[src/rtl/lev_pkg.sv]
// Package: shared widths and the bus register map of the line event unit.
// Assumes the register bus is one byte wide and each bank is one byte of lines.
package lev_pkg;
    localparam int BYTE_W = 8;
    typedef logic [BYTE_W-1:0] byte_t;

    // Address of the arming register for a given bank count
    function automatic int arm_addr(input int nbank);
        return nbank;
    endfunction

    // Address of the request-level readback for a given bank count
    function automatic int pin_addr(input int nbank);
        return nbank + 1;
    endfunction
endpackage

[src/rtl/lev_edge.sv]
// Module: per-line edge detector with bank-wide arming.
// Compares each line with its value one clock earlier. A bank's rising arm bit
// (arm_i[b]) and falling arm bit (arm_i[b+NBANK]) gate the hits of its lines.
// Assumes line_i is synchronous to clk.
module lev_edge #(
    parameter int NBANK = 4,
    localparam int BW    = lev_pkg::BYTE_W,
    localparam int NLINE = NBANK * BW
) (
    input  logic             clk,
    input  logic             rst_n,
    input  logic [NLINE-1:0] line_i,
    input  logic [2*NBANK-1:0] arm_i,
    output logic [NLINE-1:0] hit_o
);
    logic [NLINE-1:0] prev_q;

    // Hold the previous line values; reset captures the present level
    always_ff @(posedge clk) begin
        if (!rst_n) prev_q <= line_i;
        else        prev_q <= line_i;
    end

    for (genvar b = 0; b < NBANK; b++) begin : g_bank
        logic [BW-1:0] cur, old, rise, fall;
        // Split the bank's slice and qualify each direction by its arm bit
        always_comb begin
            cur  = line_i[b*BW +: BW];
            old  = prev_q[b*BW +: BW];
            rise = cur & ~old & {BW{arm_i[b]}};
            fall = ~cur & old & {BW{arm_i[b+NBANK]}};
            hit_o[b*BW +: BW] = rise | fall;
        end


        rise_arm_chk: assert property (@(posedge clk) disable iff (!rst_n)
            ((hit_o[b*BW +: BW] & line_i[b*BW +: BW]) != '0) |-> arm_i[b]);

        fall_arm_chk: assert property (@(posedge clk) disable iff (!rst_n)
            ((hit_o[b*BW +: BW] & ~line_i[b*BW +: BW]) != '0) |-> arm_i[b+NBANK]);
    end

    for (genvar k = 0; k < NLINE; k++) begin : g_line

        edge_needs_change_chk: assert property (@(posedge clk) disable iff (!rst_n)
            hit_o[k] |-> (line_i[k] != $past(line_i[k])));
    end
endmodule

[src/rtl/lev_status.sv]
// Module: sticky event flags with write-one-to-clear.
// A hit sets its flag and a clear bit drops it; a hit in the same cycle wins.
// Assumes hit_i and clr_i are valid one cycle before the edge that applies them.
module lev_status #(
    parameter int NLINE = 32
) (
    input  logic             clk,
    input  logic             rst_n,
    input  logic [NLINE-1:0] hit_i,
    input  logic [NLINE-1:0] clr_i,
    output logic [NLINE-1:0] st_o
);
    logic [NLINE-1:0] st_q;

    // Update flags: keep uncleared bits, then add new hits
    always_ff @(posedge clk) begin
        if (!rst_n) st_q <= '0;
        else        st_q <= (st_q & ~clr_i) | hit_i;
    end

    assign st_o = st_q;


    sticky_chk: assert property (@(posedge clk) disable iff (!rst_n)
        1'b1 |=> ((st_q & $past(st_q & ~clr_i)) == $past(st_q & ~clr_i)));

    set_wins_chk: assert property (@(posedge clk) disable iff (!rst_n)
        1'b1 |=> ((st_q & $past(hit_i)) == $past(hit_i)));

    no_spurious_chk: assert property (@(posedge clk) disable iff (!rst_n)
        1'b1 |=> ((st_q & ~$past(st_q) & ~$past(hit_i)) == '0));
endmodule

[src/rtl/lev_regif.sv]
// Module: byte bus decode for the line event unit.
// Holds the arming register, turns status writes into clear masks and
// multiplexes read data. Assumes one access per cycle; reads are combinational.
module lev_regif #(
    parameter int NBANK  = 4,
    parameter int ADDR_W = 3,
    localparam int BW    = lev_pkg::BYTE_W,
    localparam int NLINE = NBANK * BW,
    localparam int AARM  = lev_pkg::arm_addr(NBANK),
    localparam int APIN  = lev_pkg::pin_addr(NBANK)
) (
    input  logic               clk,
    input  logic               rst_n,
    input  logic [ADDR_W-1:0]  addr_i,
    input  logic               wr_i,
    input  logic [BW-1:0]      wdata_i,
    input  logic [NLINE-1:0]   st_i,
    input  logic               irq_i,
    output logic [2*NBANK-1:0] arm_o,
    output logic [NLINE-1:0]   clr_o,
    output logic [BW-1:0]      rdata_o
);
    logic [2*NBANK-1:0] arm_q;

    // Arming register: written at its address, cleared by reset
    always_ff @(posedge clk) begin
        if (!rst_n)
            arm_q <= '0;
        else if (wr_i && addr_i == ADDR_W'(AARM))
            arm_q <= wdata_i[2*NBANK-1:0];
    end

    assign arm_o = arm_q;

    // Clear mask: a status write places its byte at its bank position
    always_comb begin
        clr_o = '0;
        for (int b = 0; b < NBANK; b++) begin
            if (wr_i && addr_i == ADDR_W'(b))
                clr_o[b*BW +: BW] = wdata_i;
        end
    end

    // Read multiplexer over status bytes, arming register and request level
    always_comb begin
        rdata_o = '0;
        for (int b = 0; b < NBANK; b++) begin
            if (addr_i == ADDR_W'(b))
                rdata_o = st_i[b*BW +: BW];
        end
        if (addr_i == ADDR_W'(AARM))
            rdata_o = BW'(arm_q);
        if (addr_i == ADDR_W'(APIN))
            rdata_o = {{(BW-1){1'b0}}, irq_i};
    end


    reset_clear_chk: assert property (@(posedge clk)
        !rst_n |=> (arm_q == '0));

    arm_write_chk: assert property (@(posedge clk) disable iff (!rst_n)
        (wr_i && addr_i == ADDR_W'(AARM)) |=> (arm_q == $past(wdata_i[2*NBANK-1:0])));
endmodule

[src/rtl/line_event_irq.sv]
// Module: top of the bank-armed line change interrupt unit.
// Joins the edge detector, the sticky flags and the bus decode, and drives one
// level request from the flags. Assumes synchronized lines and a synchronous
// active-low reset held for at least two edges.
module line_event_irq #(
    parameter int NBANK  = 4,
    parameter int ADDR_W = 3,
    localparam int BW    = lev_pkg::BYTE_W,
    localparam int NLINE = NBANK * BW
) (
    input  logic              clk,
    input  logic              rst_n,
    input  logic [NLINE-1:0]  line_i,
    input  logic [ADDR_W-1:0] bus_addr_i,
    input  logic              bus_wr_i,
    input  logic [BW-1:0]     bus_wdata_i,
    output logic [BW-1:0]     bus_rdata_o,
    output logic              irq_o
);
    logic [2*NBANK-1:0] arm;
    logic [NLINE-1:0]   hit, clr, st;

    lev_edge #(.NBANK(NBANK)) u_edge (
        .clk(clk), .rst_n(rst_n), .line_i(line_i), .arm_i(arm), .hit_o(hit)
    );

    lev_status #(.NLINE(NLINE)) u_status (
        .clk(clk), .rst_n(rst_n), .hit_i(hit), .clr_i(clr), .st_o(st)
    );

    lev_regif #(.NBANK(NBANK), .ADDR_W(ADDR_W)) u_regif (
        .clk(clk), .rst_n(rst_n), .addr_i(bus_addr_i), .wr_i(bus_wr_i),
        .wdata_i(bus_wdata_i), .st_i(st), .irq_i(irq_o), .arm_o(arm),
        .clr_o(clr), .rdata_o(bus_rdata_o)
    );

    // Request level follows the presence of any flag
    always_comb irq_o = |st;


    irq_rise_chk: assert property (@(posedge clk) disable iff (!rst_n)
        $rose(irq_o) |-> ($past(hit) != '0));

    irq_fall_chk: assert property (@(posedge clk) disable iff (!rst_n)
        $fell(irq_o) |-> ($past(clr) != '0));
endmodule

[config.mk]
export PLATFORM = sky130hd
export DESIGN_NAME = line_event_irq
export DESIGN_NICKNAME = d
export VERILOG_FILES = /design/src/rtl/lev_pkg.sv /design/src/rtl/lev_edge.sv /design/src/rtl/lev_status.sv /design/src/rtl/lev_regif.sv /design/src/rtl/line_event_irq.sv
export SDC_FILE = /design/constraint.sdc
export NUM_CORES = 1
export LEC_CHECK = 0
export ABC_CLOCK_PERIOD_IN_PS = 3900
export BUFFER_PORTS_ARGS = -buffer_cell sky130_fd_sc_hd__clkbuf_2
export CORE_UTILIZATION = 45
export DETAILED_ROUTE_END_ITERATION = 6
export GPL_TIMING_DRIVEN = 0
export HOLD_SLACK_MARGIN = 0.03
export PLACE_DENSITY = 0.65
export RECOVER_POWER = 50
export SYNTH_ARGS = -nofsm -noshare
export SYNTH_HDL_FRONTEND = slang
export SYNTH_HIERARCHICAL = 1
export SYNTH_SLANG_ARGS = --single-unit
[constraint.sdc]
create_clock -name clk -period 3.9 [get_ports clk]
set_clock_uncertainty 0.05 [all_clocks]
set_input_delay 0.195 -clock clk [delete_from_list [all_inputs] [get_ports clk]]
set_output_delay 0.195 -clock clk [all_outputs]
set_load 0.02 [all_outputs]
Word-level counts from Yosys, hierarchy flattened

Cells that the tools add are included.
Widths: inputs -> output; s select.

Output and inout port bits: 9
Input port bits: 46
Register bits: 72

Mux-type cells: 10
Bitwise gates (word level): 31
Reduce and logical (&&, ||, !) cells: 7
Equal/unequal tests: 5

Operator list:

| cell               | count |
|---|---|
| $and 8x8->8        | 16 |
| $mux 8             | 10 |
| $not 8->8          | 8 |
| $and 32x32->32     | 1 |
| $not 32->32        | 1 |
| $or 32x32->32      | 1 |
| $or 8x8->8         | 4 |
| $reduce_or 32->1   | 1 |
| $eq 3x2->1 const B | 2 |
| $eq 3x3->1 const B | 2 |
| $logic_and 1x1->1  | 5 |
| $eq 3x1->1 const B | 1 |
| $logic_not 3->1    | 1 |

Depth between registers and ports, before layout

Depth in word-level cells: 7
Depth in mapped cells: 8

By module

The synthesis kept the hierarchy.

Modules (own cells, without submodules):

| module         | seq. area each (µm²) | cells an instance | times used | area an instance (µm²) |
|---|---|---|---|---|
| lev_edge       | 640.6                | 136               | 1          | 1246.2 |
| lev_status     | 640.6                | 99                | 1          | 1114.8 |
| lev_regif      | 160.2                | 109               | 1          | 928.4 |
| line_event_irq | 0.0                  | 11                | 1          | 75.1 |

Worst setup path before layout

No wires, ideal clock.

Kind: reg2out
From: register u_status.st_q[26] (netlist: u_status/st_o[26])
To: output bus_rdata_o[0]
Stages on the path, launching flop included: 8
Data arrival time: 1588 ps
Required time: 3655 ps
Slack: 2067 ps
Path through: dfxtp_1 nor4_1 nand4_1 or2_1 nand2b_1 a22oi_1 o221ai_1 and2_1

Cells in the longest elaborated chain, start to end: 2

Ends and longest elaborated chain:

| element                | line                 | RTL |
|---|---|---|
| start, declared        | lev_status.sv:13     | `logic [NLINE-1:0] st_q;` |
| start signal, assigned | lev_status.sv:18     | `else st_q <= (st_q & ~clr_i) \| hit_i;` |
| $reduce_or 32->1       | line_event_irq.sv:38 | `always_comb irq_o = \|st;` |
| net irq_o              | line_event_irq.sv:18 | `output logic irq_o` |
| $mux 8                 | lev_regif.sv:53      | `if (addr_i == ADDR_W'(APIN))` |
| end, declared          | line_event_irq.sv:17 | `output logic [BW-1:0] bus_rdata_o,` |

The timed path passes the listed nets, and every way through them passes these cells.

Final worst setup path

From: register u_status.st_q[18] (netlist: u_status/st_o[18])
To: output bus_rdata_o[0]

Cells in the longest elaborated chain, start to end: 2

Ends and longest elaborated chain:

| element          | line |
|---|---|
| $reduce_or 32->1 | line_event_irq.sv:38 |
| $mux 8           | lev_regif.sv:53 |

Every way passes these cells.

==> metrics.txt <==
# TYPE chip_impl_metric gauge
chip_impl_metric{name="max_cap_viol_count",unit=""} 0
chip_impl_metric{name="die_w",unit="um"} 88.5
chip_impl_metric{name="p_switching",unit="uW"} 378
chip_impl_metric{name="final-hold-violation-count",unit=""} 0
chip_impl_info{name="cts.root.buffer_cell",value="clkbuf_8"} 1
chip_impl_metric{name="globalRouteOverflowTotal",unit=""} 0
chip_impl_metric{name="clk-insertion-delay-late",unit="ns"} 0.35
chip_impl_metric{name="comb_power_share",unit="%"} 10.3
chip_impl_metric{name="fin_area",unit="mm^2"} 0.00421
chip_impl_info{name="hold_path.class",value="input pin to flop"} 1
chip_impl_metric{name="critical_path_required",unit="ns"} 3.65
chip_impl_metric{name="cts.clk_slew.worst_paths",unit="ns"} 0.08
chip_impl_metric{name="filler_cell_count",unit=""} 694
chip_impl_metric{name="total_leakage_power",unit="nW"} 1.63
chip_impl_metric{name="grt_antenna_before_repair",unit=""} 0
chip_impl_metric{name="drt_first_pass_iters",unit=""} 4
chip_impl_info{name="worst_r2r_endpoint",value="u_status/st_o[6]"} 1
chip_impl_info{name="unrepaired_setup_endpoints_after_global_routing",value="false"} 1
chip_impl_metric{name="power.share.sequential",unit="%"} 50.1
chip_impl_metric{name="dieHeight",unit="um"} 88.5
chip_impl_metric{name="power.share.clock",unit="%"} 39.6
chip_impl_info{name="criticalPathCategory",value="flop to output pin"} 1
chip_impl_metric{name="io_pins",unit=""} 55
chip_impl_metric{name="core_area",unit="mm^2"} 0.00725
chip_impl_metric{name="net_switching_fraction_of_the_power",unit="%"} 24.5
chip_impl_metric{name="floorplan.initialDensity",unit="%"} 46.4
chip_impl_info{name="start_kind",value="flop"} 1
chip_impl_metric{name="vias_in_the_first_global_route",unit=""} 2474
chip_impl_metric{name="detail_route.iter0.violations",unit=""} 181
chip_impl_metric{name="clock_sinks",unit=""} 72
chip_impl_metric{name="r2r_setup_slack",unit="ns"} 2.74
chip_impl_metric{name="finalWirelength",unit="um"} 8260
chip_impl_info{name="min_delay_worst_endpoint",value="u_regif/arm_o[1]"} 1
chip_impl_metric{name="setup-tns-final",unit="ns"} 0
chip_impl_metric{name="yosys_warnings",unit=""} 6
chip_impl_metric{name="floorplan.die_area",unit="mm^2"} 0.00783
chip_impl_metric{name="ys_seq_area_share",unit="%"} 42.8
chip_impl_metric{name="slew-limit-headroom",unit="%"} 55.4
chip_impl_metric{name="h-tree-depth",unit=""} 3
chip_impl_metric{name="core.rowCount",unit=""} 31
chip_impl_metric{name="wire_length_per_cell_after_detailed_routing",unit="um"} 14.9
chip_impl_metric{name="ys_seq_elements",unit=""} 72
chip_impl_metric{name="post_dp_cell_area",unit="mm^2"} 0.00374
chip_impl_metric{name="timing.final.crit_period",unit="ns"} 2.42
chip_impl_metric{name="whs_path_depth",unit=""} 3
chip_impl_metric{name="ratio_of_cells_with_drive_above_1_in_the_final_layout",unit="%"} 14.3
chip_impl_metric{name="dp_hpwl",unit="um"} 5900
chip_impl_metric{name="power.density",unit="mW/mm^2"} 367
chip_impl_metric{name="critPathMaxFanout",unit=""} 3
chip_impl_info{name="hold_path.startpoint",value="bus_wdata_i[1]"} 1
chip_impl_metric{name="syn2layout_area_growth",unit="%"} 25.1
chip_impl_metric{name="finalMaxSlewViolations",unit=""} 0
chip_impl_info{name="most-common-layout-cells",value="dfxtp_1, nor2b_1, clkbuf_1"} 1
chip_impl_metric{name="worst_ep_arrival",unit="ns"} 2.17
chip_impl_metric{name="vias",unit=""} 2810
chip_impl_metric{name="antenna-diode-count",unit=""} 0
chip_impl_metric{name="replace_congestion",unit=""} 0.903
chip_impl_metric{name="route.detailed.vias_per_inst",unit=""} 5.08
chip_impl_metric{name="cts_buffers",unit=""} 9
chip_impl_metric{name="ctsLongestPathBuffers",unit=""} 2
chip_impl_metric{name="tightest_slew",unit="ns"} 0.668
chip_impl_metric{name="io_buffer_count",unit=""} 51
chip_impl_metric{name="finalSetupViolations",unit=""} 0
chip_impl_info{name="endpoint_kind",value="output pin"} 1
chip_impl_metric{name="route.antenna.remaining_nets",unit=""} 0
chip_impl_metric{name="grt_usage",unit="%"} 21.9
chip_impl_metric{name="synth.net_count",unit=""} 401
chip_impl_info{name="worst_r2r_startpoint",value="u_regif/arm_o[0]"} 1
chip_impl_metric{name="postSynthCellCount",unit=""} 355
chip_impl_info{name="dominant_synthesized_flop_cell",value="dfxtp_1"} 1
chip_impl_info{name="tritoncts",value="done"} 1
chip_impl_metric{name="internal-power",unit="mW"} 1.17
chip_impl_metric{name="synthesis.area",unit="mm^2"} 0.00336
chip_impl_metric{name="vdd_drop_max",unit="uV"} 187
chip_impl_metric{name="rr_worst_depth",unit=""} 4
chip_impl_metric{name="max_freq",unit="MHz"} 414
chip_impl_metric{name="postCtsResizedCells",unit=""} 0
chip_impl_metric{name="synth_area_per_cell",unit="um^2"} 9.48
chip_impl_metric{name="yosys.cell_types.count",unit=""} 32
chip_impl_metric{name="synth_enable_flop_cells",unit=""} 0
chip_impl_metric{name="period_share",unit="%"} 62.0
chip_impl_metric{name="drcViolationCount",unit=""} 0
chip_impl_metric{name="grt_start_max_net_pins",unit=""} 14
chip_impl_metric{name="synthArstFlopShare",unit="%"} 0
chip_impl_info{name="status",value="finished clean"} 1
chip_impl_info{name="layout_commonest_cell",value="dfxtp_1"} 1
chip_impl_metric{name="nets",unit=""} 495
chip_impl_metric{name="grt_first_pass_wirelength",unit="um"} 12400
[sequential cells by signal (all words and copies together), names as in the netlist]
name / cells
u_regif/arm_o: 8
u_edge/prev_q: 32
u_status/st_o: 32
[logic make-up (layout without fill, tap and decap cells)]
family,count (synthesis),in the layout,synth area share [%]
simple gates,165,165,29.5
buf+inv,27,126,5.69
mux,17,17,7.77
compound gates,74,74,14.2
flops,72,72,42.8
[final cells by class]
type                            instances  area, um^2  area share (%)
Timing Repair Buffer                   83         536            12.7
Sequential cell                        72        1440            34.2
Buffer                                 20         153            3.63
Tap cell                               99         124            2.94
Inverter                                7        26.3           0.624
Clock buffer                           11         151            3.60
Multi-Input combinational cell        256        1720            41.0
Clock inverter                          5        55.1            1.31
[repair_timing]
action | in CTS | in global routing
setup buffers | 0 | 0
endpoints found under the hold margin | 32 | 0
hold buffers | 32 | 0
[Yosys cell counts (all sizes together) (8+ instances only)]
cell,number,area share (%)
and2,25,4.6
and3,10,1.9
buf,18,4.7
dfxtp,72,43
mux2i,10,3.0
nand2,35,4.0
nand3b,31,6.9
nor2b,41,7.6
nor4,8,1.7
o21a,32,7.1
o21ai,39,6.2
[worst max-delay path, cell delays in order, from the launching register on]
cell,delay [ns]
dfxtp_1,0.34
nor4_1,0.29
nand4_1,0.16
or2_1,0.30
nand2b_1,0.15
a22oi_1,0.15
o221ai_1,0.12
and2_1,0.15
clkbuf_2,0.15
[per-stage QoR]
| stage | utilization (%) | setup slack, ns | hold WS, ns | power, mW | std cells |
|---|---|---|---|---|---|
| final | 58.0 | 1.48 | 0.169 | 1.54 | 553 |
| after global routing | 58.0 | 1.35 | 0.178 | 1.61 | 553 |
| after CTS | 58.9 | 1.49 | 0.158 | 1.56 | 553 |
| after detailed placement | 51.6 | 1.88 | 0.277 | 0.930 | 505 |
| after global placement | 51.6 | 1.90 | 0.272 | 0.927 | 505 |
| after floorplan | - | 2.07 | 0.173 | 0.867 | 355 |
[how the worst max path moves through the flow]
stage                      start             end  slack (ns)  cells past startpoint
3_3_place_gp   u_status/st_o[18]  bus_rdata_o[0]        1.90                      8
4_1_cts        u_status/st_o[18]  bus_rdata_o[0]        1.49                      8
5_1_grt        u_status/st_o[29]  bus_rdata_o[0]        1.35                      8
6_report       u_status/st_o[18]  bus_rdata_o[0]        1.48                      8
2_1_floorplan  u_status/st_o[26]  bus_rdata_o[0]        2.07                      7
3_5_place_dp   u_status/st_o[27]  bus_rdata_o[0]        1.88                      8
[layer usage]
| metal | GRT usage [%] | share of wire [%] | vias up |
|---|---|---|---|
| met5 | 0 | 0 | - |
| met2 | 34.9 | 45 | 79 |
| met4 | 9.24 | 1.9 | 0 |
| li1 | - | - | 1418 |
| met1 | 28.9 | 49 | 1301 |
| met3 | 4.57 | 4.7 | 12 |
[power by group through the flow]
stage	Sequential [mW]	Clock (mW)	Combinational [mW]
floorplan	0.786	0	0.0806
global placement	0.790	0	0.137
detailed placement	0.791	0	0.139
CTS	0.774	0.623	0.165
global route	0.776	0.659	0.171
finish	0.774	0.612	0.158
Power figures use the tool's default switching activity.
